==> config.mk <==
export PLATFORM = sky130hd
export DESIGN_NAME = priv_trap_seq
export DESIGN_NICKNAME = d
export VERILOG_FILES = /design/src/rtl/trapseq_pkg.sv /design/src/rtl/trapseq_vec.sv /design/src/rtl/trapseq_shadow_rf.sv /design/src/rtl/priv_trap_seq.sv
export SDC_FILE = /design/constraint.sdc
export NUM_CORES = 2
export LEC_CHECK = 0
export BUFFER_PORTS_ARGS = -buffer_cell sky130_fd_sc_hd__clkbuf_2
export CAP_MARGIN = 40
export CORE_MARGIN = 2
export CORE_UTILIZATION = 55
export DETAILED_ROUTE_END_ITERATION = 7
export HOLD_SLACK_MARGIN = 0.03
export PLACE_DENSITY = 0.72
export SYNTH_ARGS = -nofsm -noshare
export SYNTH_HDL_FRONTEND = slang
export SYNTH_SLANG_ARGS = --single-unit
==> constraint.sdc <==
create_clock -name clk -period 9.2 [get_ports clk]
set_clock_uncertainty 0.05 [all_clocks]
set_input_delay 1.38 -clock clk [delete_from_list [all_inputs] [get_ports clk]]
set_output_delay 1.38 -clock clk [all_outputs]
set_load 0.01 [all_outputs]
==> src/rtl/trapseq_pkg.sv <==
package trapseq_pkg;

  typedef enum logic [2:0] {
    K_MCHK  = 3'd0,
    K_ALIGN = 3'd1,
    K_INTR  = 3'd2,
    K_CALL  = 3'd3,
    K_ARITH = 3'd4,
    K_ILLOP = 3'd5
  } trap_kind_e;

  localparam int unsigned VEC_W      = 16;
  localparam logic [VEC_W-1:0] VEC_RESET = 16'h0001;
  localparam int unsigned BANK_LO    = 8;
  localparam int unsigned BANK_HI    = 14;
  localparam int unsigned BANK_EXTRA = 25;
  localparam int unsigned NSHADOW    = BANK_HI - BANK_LO + 2;
  localparam int unsigned SLOT_W     = $clog2(NSHADOW);

  function automatic logic is_banked(int unsigned idx);
    return ((idx >= BANK_LO) && (idx <= BANK_HI)) || (idx == BANK_EXTRA);
  endfunction

  function automatic int unsigned shadow_slot(int unsigned idx);
    return (idx == BANK_EXTRA) ? (NSHADOW - 1) : (idx - BANK_LO);
  endfunction

endpackage

==> src/rtl/trapseq_vec.sv <==
module trapseq_vec
  import trapseq_pkg::*;
#(
  parameter int unsigned XLEN = 64
) (
  input  logic [2:0]      kind,
  output logic [XLEN-1:0] offset,
  output logic            skip_insn
);
  logic [VEC_W-1:0] vec;

  always_comb begin
    case (trap_kind_e'(kind))
      K_ALIGN: vec = 16'h0301;
      K_INTR:  vec = 16'h0101;
      K_CALL:  vec = 16'h2001;
      K_ARITH: vec = 16'h0501;
      K_ILLOP: vec = 16'h07C1;
      default: vec = 16'h0401;
    endcase
  end

  assign offset    = XLEN'(vec);
  assign skip_insn = (kind == K_CALL) || (kind == K_ARITH);

endmodule

==> src/rtl/trapseq_shadow_rf.sv <==
module trapseq_shadow_rf
  import trapseq_pkg::*;
#(
  parameter int unsigned XLEN  = 64,
  parameter int unsigned NREGS = 32,
  localparam int unsigned AW   = $clog2(NREGS)
) (
  input  logic            clk,
  input  logic            rst_n,
  input  logic            swap_req,
  input  logic            swap_to,
  output logic            shadow_on,
  output logic            swap_err,
  input  logic            we,
  input  logic [AW-1:0]   waddr,
  input  logic [XLEN-1:0] wdata,
  input  logic [AW-1:0]   raddr,
  output logic [XLEN-1:0] rdata
);
  logic [XLEN-1:0] main_q [NREGS];
  logic [XLEN-1:0] shad_q [NSHADOW];
  logic            shadow_q;
  logic            err_q;
  logic            w_banked;
  logic            r_banked;
  logic [SLOT_W-1:0] w_slot;
  logic [SLOT_W-1:0] r_slot;

  assign w_banked = is_banked(int'(waddr)) && shadow_q;
  assign r_banked = is_banked(int'(raddr)) && shadow_q;
  assign w_slot   = SLOT_W'(shadow_slot(int'(waddr)));
  assign r_slot   = SLOT_W'(shadow_slot(int'(raddr)));

  for (genvar g = 0; g < NREGS; g++) begin : g_main
    always_ff @(posedge clk) begin
      if (!rst_n) main_q[g] <= '0;
      else if (we && !w_banked && (waddr == AW'(g))) main_q[g] <= wdata;
    end
  end

  for (genvar s = 0; s < NSHADOW; s++) begin : g_shad
    always_ff @(posedge clk) begin
      if (!rst_n) shad_q[s] <= '0;
      else if (we && w_banked && (w_slot == SLOT_W'(s))) shad_q[s] <= wdata;
    end
  end

  always_ff @(posedge clk) begin
    if (!rst_n) begin
      shadow_q <= 1'b1;
      err_q    <= 1'b0;
    end else begin
      err_q <= swap_req && (swap_to == shadow_q);
      if (swap_req && (swap_to != shadow_q)) shadow_q <= swap_to;
    end
  end

  assign rdata     = r_banked ? shad_q[r_slot] : main_q[raddr];
  assign shadow_on = shadow_q;
  assign swap_err  = err_q;

  assert_swap_ignored_R10: assert property (@(posedge clk) disable iff (!rst_n)
    (swap_req && (swap_to == shadow_on)) |=> (swap_err && (shadow_on == $past(shadow_on))));

endmodule

==> src/rtl/priv_trap_seq.sv <==
module priv_trap_seq
  import trapseq_pkg::*;
#(
  parameter int unsigned XLEN  = 64,
  parameter int unsigned NREGS = 32,
  localparam int unsigned AW   = $clog2(NREGS)
) (
  input  logic            clk,
  input  logic            rst_n,
  input  logic [XLEN-1:0] priv_base,
  input  logic            evt_valid,
  output logic            evt_ready,
  input  logic [2:0]      evt_kind,
  input  logic [XLEN-1:0] evt_pc,
  input  logic            ret_valid,
  output logic            ret_ready,
  input  logic            rf_we,
  input  logic [AW-1:0]   rf_waddr,
  input  logic [XLEN-1:0] rf_wdata,
  input  logic [AW-1:0]   rf_raddr,
  output logic [XLEN-1:0] rf_rdata,
  output logic [XLEN-1:0] pc,
  output logic [XLEN-1:0] npc,
  output logic [XLEN-1:0] exc_addr,
  output logic            priv_mode,
  output logic            redirect,
  output logic            illegal_op,
  output logic            rearm_intr,
  output logic            swap_err
);
  localparam logic [XLEN-1:0] STEP = XLEN'(4);

  logic [XLEN-1:0] pc_q, npc_q, exc_q;
  logic            priv_q, redir_q, illeg_q, rearm_q;
  logic [XLEN-1:0] vec_off;
  logic            skip;
  logic            evt_fire, ret_fire;
  logic            keep_exc;
  logic            swap_req, swap_to, shadow_on;
  logic [XLEN-1:0] target;

  trapseq_vec #(.XLEN(XLEN)) u_vec (
    .kind(evt_kind), .offset(vec_off), .skip_insn(skip)
  );

  assign evt_ready = 1'b1;
  assign ret_ready = !evt_valid;
  assign evt_fire  = evt_valid;
  assign ret_fire  = ret_valid && ret_ready;
  assign keep_exc  = (evt_kind == K_INTR) && priv_q;
  assign target    = priv_base + vec_off;

  assign swap_req = (evt_fire && !priv_q) || (ret_fire && priv_q && !exc_q[0]);
  assign swap_to  = evt_fire;

  always_ff @(posedge clk) begin
    if (!rst_n) begin
      priv_q  <= 1'b1;
      pc_q    <= priv_base + XLEN'(VEC_RESET);
      npc_q   <= priv_base + XLEN'(VEC_RESET) + STEP;
      exc_q   <= '0;
      redir_q <= 1'b0;
      illeg_q <= 1'b0;
      rearm_q <= 1'b0;
    end else begin
      redir_q <= 1'b0;
      illeg_q <= 1'b0;
      rearm_q <= 1'b0;
      if (evt_fire) begin
        if (!keep_exc) exc_q <= evt_pc + (skip ? STEP : '0);
        priv_q  <= 1'b1;
        pc_q    <= target;
        npc_q   <= target + STEP;
        redir_q <= 1'b1;
      end else if (ret_fire) begin
        if (priv_q) begin
          npc_q   <= exc_q;
          redir_q <= 1'b1;
          rearm_q <= 1'b1;
          if (!exc_q[0]) priv_q <= 1'b0;
        end else begin
          illeg_q <= 1'b1;
        end
      end
    end
  end

  trapseq_shadow_rf #(.XLEN(XLEN), .NREGS(NREGS)) u_rf (
    .clk(clk), .rst_n(rst_n),
    .swap_req(swap_req), .swap_to(swap_to),
    .shadow_on(shadow_on), .swap_err(swap_err),
    .we(rf_we), .waddr(rf_waddr), .wdata(rf_wdata),
    .raddr(rf_raddr), .rdata(rf_rdata)
  );

  assign pc         = pc_q;
  assign npc        = npc_q;
  assign exc_addr   = exc_q;
  assign priv_mode  = priv_q;
  assign redirect   = redir_q;
  assign illegal_op = illeg_q;
  assign rearm_intr = rearm_q;

  assert_bank_tracks_mode_R5: assert property (@(posedge clk) disable iff (!rst_n)
    shadow_on == priv_mode);
  assert_trap_enters_priv_R4: assert property (@(posedge clk) disable iff (!rst_n)
    evt_valid |=> (priv_mode && redirect && (npc == pc + STEP)));
  assert_skip_saved_R3: assert property (@(posedge clk) disable iff (!rst_n)
    (evt_valid && ((evt_kind == K_CALL) || (evt_kind == K_ARITH)))
      |=> (exc_addr == $past(evt_pc) + STEP));
  assert_intr_keeps_exc_R2: assert property (@(posedge clk) disable iff (!rst_n)
    (evt_valid && (evt_kind == K_INTR) && priv_mode) |=> $stable(exc_addr));
  assert_ret_outside_R7: assert property (@(posedge clk) disable iff (!rst_n)
    (ret_valid && !evt_valid && !priv_mode) |=> (illegal_op && !redirect && !priv_mode));
  assert_ret_exit_R8: assert property (@(posedge clk) disable iff (!rst_n)
    (ret_valid && !evt_valid && priv_mode && !exc_addr[0])
      |=> (!priv_mode && rearm_intr && (npc == $past(exc_addr))));
  assert_ret_backpressure_R9: assert property (@(posedge clk) disable iff (!rst_n)
    evt_valid |-> (!ret_ready && evt_ready));

endmodule

After elaboration in Yosys (flattened, before gate mapping):

Memory sizes are Yosys's and may differ from the RTL's.
Index checks and enable logic that the tools add are counted.

* $add $sub $neg: 7
* multipliers: 0
* div/mod/pow operators: 0
* $lt $le $gt $ge: 4
* equal/unequal tests: 49
* shift operators: 0
* muxes and demuxes: 178
* bitwise operators: 43
* reductions and logical operators: 67

Operators by type and width (count)
* $mux W64: 47
* $add A64 B3 Y64 const B: 2
* $mux W1: 127
* $eq A5 B5 Y1 const B: 17
* $pmux W14 S5: 1
* $add A64 B1 Y64 const B: 1
* $add A64 B16 Y64: 1
* $add A64 B3 Y64: 1
* $logic_and A1 B1 Y1: 53
* $eq A5 B4 Y1 const B: 8
* $or A1 B1 Y1: 40
* $eq A5 B3 Y1 const B: 4
* $eq A3 B3 Y1 const B: 6
* $eq A3 B2 Y1 const B: 4
* $eq A5 B2 Y1 const B: 2
* $ge A5 B4 Y1 const B: 2
* $le A5 B4 Y1 const B: 2
* $mux W3: 3
* $eq A3 B1 Y1 const B: 2
* $ne A3 B1 Y1 const B: 2
* $sub A3 B1 Y3 const B: 2
* $eq A5 B1 Y1 const B: 1
* $logic_not A5 Y1: 1
* $logic_not A1 Y1: 4
* other kinds (9): 15

* register bits: 198
* bits in latches: 0
* RAM bits: 2560
* memory bits (read-only): 0
* input bits: 210
* output and inout bits: 263
* word-level logic and storage cells: 359
* memories kept: 2

Memories
* u_rf.main_q: depth 32, bits a word 64, rd ports 1, clocked after memory_dff 0, wr ports 32, line trapseq_shadow_rf.sv:20 `logic [XLEN-1:0] main_q [NREGS];`
* u_rf.shad_q: depth 8, bits a word 64, rd ports 1, clocked after memory_dff 0, wr ports 8, line trapseq_shadow_rf.sv:21 `logic [XLEN-1:0] shad_q [NSHADOW];`

Longest topological paths before layout:

* word-level depth: 11
* mapped depth: 18
* gate-level depth less buffers: 16

Hierarchy:

Synthesis repeated with hierarchy kept, for this count alone.

* cell total of the unflattened synthesis: 10497
* area total of the unflattened synthesis: 133785.8 um2

By module, submodules not included
* trapseq_shadow_rf: times used 1, cells an instance 8119, area each 115131.7 um2, seq. area each 76913.8 um2
* priv_trap_seq: times used 1, cells an instance 2309, area each 18148.7 um2, seq. area each 5205.0 um2
* trapseq_vec: times used 1, cells an instance 69, area each 505.5 um2, seq. area each 0.0 um2

Worst setup path after synthesis:

Ideal clock, no wire load.

* path type: input-to-reg
* start point: input port rf_waddr[3]
* end point: memory u_rf.shad_q[4][0], enable pin
* setup time: 0.581 ns
* data arrival time: 7.290 ns
* required time: 8.569 ns
* setup slack: 1.279 ns
* cell stages on the path: 8
* path buffers: 1
* cell sequence: clkbuf_1 > nor2b_1 > and2_1 > nand2_1 > o21ai_0 > and3_1 > nand2_1 > o31ai_1

RTL lines
* start: declaration: line priv_trap_seq.sv:18 `input logic [AW-1:0] rf_waddr,`
* end: declaration: line trapseq_shadow_rf.sv:21

Final worst setup path:

* start point: input port rf_raddr[0]
* end point: output port rf_rdata[1]

* cells in the longest elaborated chain, start to end: 5
* elaborated cells on any way between the ends: 11
* classes of those cells: 1 x add/sub; 2 x order compare; 1 x eq/ne; 2 x mux; 3 x reduce/logical; 2 x memory

Ends and longest elaborated chain
* start: declaration: line priv_trap_seq.sv:20 `input logic [AW-1:0] rf_raddr,`
* branches (longest 4 deep; another with $mem_v2 Z8 W64)
* $mux W64 (*): line trapseq_shadow_rf.sv:58 `assign rdata = r_banked ? shad_q[r_slot] : main_q[raddr];`
* end: declaration: line priv_trap_seq.sv:21 `output logic [XLEN-1:0] rf_rdata,`

Mark *: on every way between the ends.

==> summary.md <==
| Metric | Value |
|---|---|
| Net Sw Power | `6820 uW` |
| Clock latency at the later pin of the worst-skew pair | `940 ps` |
| Cell internal power dissipation | `21600 uW` |
| Height of the chip | `492 um` |
| I/O pin cnt | `473` |
| Core outline area | `0.237 sq mm` |
| RSZ-0062 raised after global routing | `no` |
| Row Count | `179` |
| Number of synthesized register bits | `2758` |
| Cell leakage power | `0.0538 uW` |
| Worst setup EP type | `primary output` |
| Vias per inst | `6.68` |
| Fraction of the yosys area taken by sequential cells | `62.7%` |
| Number of slew-limit violations in the final report | `0` |
| Congestion Overflow GR | `0` |
| Syn_nets | `9373` |
| Via count of the routed design | `84.9k` |
| Slew at the pin closest to its max-slew limit | `1060 ps` |
| Synthesized area per cell | `14.3 sq um` |
| First-pass iteration count of the detailed router | `6` |
| Number of global-route vias before repair | `82.7k` |
| Largest area contributor in the netlist | `edfxtp_1` |
| Total wirelength of the detailed-routed design | `439 mm` |
| Number of remaining DRC errors | `0` |
| Clock tree sinks | `2758` |
| Synthesized netlist cell count | `9155` |
| Number of synthesized flops with an enable pin | `2688` |
| Top cells by area, synth | `edfxtp_1, and2_1, mux4_2, clkbuf_1, mux2i_1` |
| Initial antenna violation count | `73` |
| Storage cell area | `0.0821 sq mm` |
| Number of distinct standard cells referenced by the synthesized netlist | `80` |
| Worst hold path type | `register to register` |
| Relative contribution of sequential cells to total power | `50.8%` |
| Period Utilization, post-route | `73.9%` |
| Count of instances resized after the clock tree is built | `0` |
| Slew headroom | `29.1%` |
| GP Congestion | `0.978` |
| CP Data Required Time | `7770 ps` |
| Worst Path Class, Setup | `input port to primary output` |
| Post-detailed-route count of antenna-violating nets | `0` |
| Post-DR wirelength/cell | `34.6 um` |
| GR peak layer | `met2` |
| DIE WIDTH | `492 um` |
| GRT met2 Usage | `54.8%` |
| Area occupied by multi-input gates | `0.0461 sq mm` |
| Met1 Track Usage GR | `49.1%` |
| Filler cell count | `17.2k` |
| Run status | `finished clean` |
| Wire length of the first global-routing pass | `616 mm` |
| CTS buffer count | `302` |
| Buffers inserted by post-CTS timing repair | `0` |
| Post-route minimum period | `6800 ps` |
| Count of max-cap constraint violations | `0` |
| Final setup viols | `0` |
| Fmax achieved | `0.147 GHz` |
| TritonCTS clock tree | `yes` |
| Global routing usage on met3 | `9.09%` |
| Switching Fraction | `24.0%` |
| Synth-to-Final Area Change | `12.2%` |
| Post-layout utilization of the core | `61.9%` |
| Number of warning messages in the yosys log | `0` |
| Total power per unit cell area | `194 mW/mm^2` |
| Launching element type of the critical path | `input port` |
| Max clock buf depth | `4` |
| Maximum number of pins on one net before global-route repair | `138` |
| Fraction of synthesized cell area taken by the top area cell type | `61.7%` |
| Effective utilization at floorplan | `55.2%` |
| Peak supply drop | `0.147 mV` |
| PortBufs | `471` |
| Die ar. | `0.242 sq mm` |
| Largest fanout on the critical path | `49` |
| Total number of nets in the final design | `9520` |
| Hold violation total from the final report | `0` |
| Fraction of layout instances using a drive strength above 1 | `20.1%` |
| Relative contribution of the clock network to total power | `40.0%` |
| GR Util All Layers | `35.9%` |
| Portion of total power attributed to combinational logic | `9.2%` |
| Synth async-reset ratio | `0%` |
| Placed wire-length estimate | `259 mm` |
| Setup_tns | `0 ps` |
| Number of DRC markers after the initial detailed-route iteration | `14.4k` |
| Worst-path clk slew | `60 ps` |
| Hold buffer count at cts | `0` |
| Clock H-tree levels | `5` |
| Dominant synthesized flop cell | `edfxtp_1` |
| Root buf cell | `clkbuf_16` |
| Netlist area before placement | `0.131 sq mm` |
| CP arrival | `5370 ps` |
[final cells by class]
| cell class | instances | area share, % |
|---|---|---|
| clock buffer | 367 | 5.41 |
| timing repair buffer | 725 | 3.77 |
| antenna | 32 | 0.0545 |
| clock inverter | 139 | 0.700 |
| sequential | 2758 | 55.9 |
| inverter | 23 | 0.0605 |
| tap | 3167 | 2.70 |
| multi-input combinational | 5492 | 31.4 |
[synth_stat cells, types with 20 or more instances]
| cell type | count |
|---|---|
| edfxtp_1 | 2688 |
| and2_1 | 2508 |
| clkbuf_1 | 776 |
| mux4_2 | 640 |
| nor2_1 | 331 |
| a21oi_1 | 217 |
| nand2_1 | 196 |
| mux2i_1 | 193 |
| a211oi_1 | 188 |
| xnor2_1 | 169 |
| xor2_1 | 119 |
| nand3_1 | 99 |
| nor3_1 | 93 |
| o21ai_0 | 93 |
| and3_1 | 92 |
| nor2b_1 | 77 |
| dfxtp_1 | 70 |
| buf_1 | 68 |
| nand4_1 | 66 |
| o221ai_1 | 54 |
| nor4_1 | 38 |
| o22ai_1 | 33 |
| or3_1 | 32 |
| mux2_2 | 27 |
| buf_2 | 25 |
| inv_1 | 22 |
| o211ai_1 | 20 |
[per-stage QoR]
step | instances | setup slack [ps] | total power [uW] | hold slack (ps) | area, sq um
detailed placement | 12200 | 2420 | 17200 | 464 | 138000
floorplan | 9155 | 1280 | 16100 | 476 | 131000
CTS | 12700 | 2440 | 28400 | 473 | 147000
global placement | 12100 | 2160 | 17200 | 458 | 136000
global route | 12700 | 2340 | 29100 | 499 | 147000
finish | 12700 | 2400 | 28400 | 475 | 147000
[critical path, stage by stage]
cell and delay (ps):
buf_8 420, buf_4 710, or2_2 700, buf_4 610, o221ai_1 230, nor2_1 120
a211oi_1 50, a21oi_1 760, clkbuf_2 270
[sequential cells by signal (all words and copies together), names as in the netlist]
register        count
u_rf.shad_q       512
priv_mode           1
exc_addr           64
rearm_intr          1
pc                 64
redirect            1
u_rf.main_q      2048
u_rf.swap_err       1
npc                64
u_rf.shadow_on      1
illegal_op          1
[logic make-up (layout without fill, tap and decap cells)]
group	Yosys count	in the layout	synth area share, %
buffers and inverters	905	1254	2.66
adders and majority gates	8	8	0.0765
muxes	860	860	12.7
xor gates and xnor gates	289	289	1.94
AOI/OAI and AO/OA	697	697	3.45
DFF	2758	2758	62.7
and+or+nand+nor	3637	3637	16.4
other	1	33	0.00286
[routing by layer]
| layer | part of all wire (%) | vias up |
|---|---|---|
| met4 | 5.1 | 36 |
| met5 | 0.063 | - |
| met1 | 36 | 43000 |
| met3 | 14 | 1256 |
| met2 | 46 | 6592 |
| li1 | - | 34000 |
[layout by cell type, fill, tap and decap left out, drive strengths merged, types with 71 or more instances in the layout]
cell | netlist | final
xnor2 | 169 | 169
clkinv | 0 | 112
nor2 | 331 | 331
nor2b | 77 | 77
mux2i | 193 | 193
a21oi | 217 | 217
a211oi | 188 | 188
xor2 | 120 | 120
nor3 | 94 | 94
nand4 | 71 | 71
mux4 | 640 | 640
edfxtp | 2688 | 2688
nand2 | 196 | 196
nand3 | 102 | 102
and3 | 92 | 92
o21ai | 96 | 96
buf | 104 | 255
and2 | 2508 | 2508
clkbuf | 778 | 836
[worst paths after layout]
| kind | start | end | slack (ps) | cells past startpoint |
|---|---|---|---|---|
| setup / recovery | rf_raddr[0] | rf_rdata[1] | 2400 | 9 |
| hold / removal | exc_addr[47] | exc_addr[47] | 480 | 2 |
| setup reg to reg | u_rf.shadow_on | u_rf.main_q[0][10] | 5130 | 7 |
| hold reg to reg | exc_addr[47] | exc_addr[47] | 480 | 2 |
[power groups by stage]
stage                     Clock, uW  Sequential, uW  Combinational [uW]
after global placement            0           14700                2480
after global routing          11900           14500                2680
after CTS                     11400           14400                2550
final                         11400           14500                2610
after floorplan                   0           14800                1380
after detailed placement          0           14700                2540
Note: power is estimated with default switching activity, not from simulation.
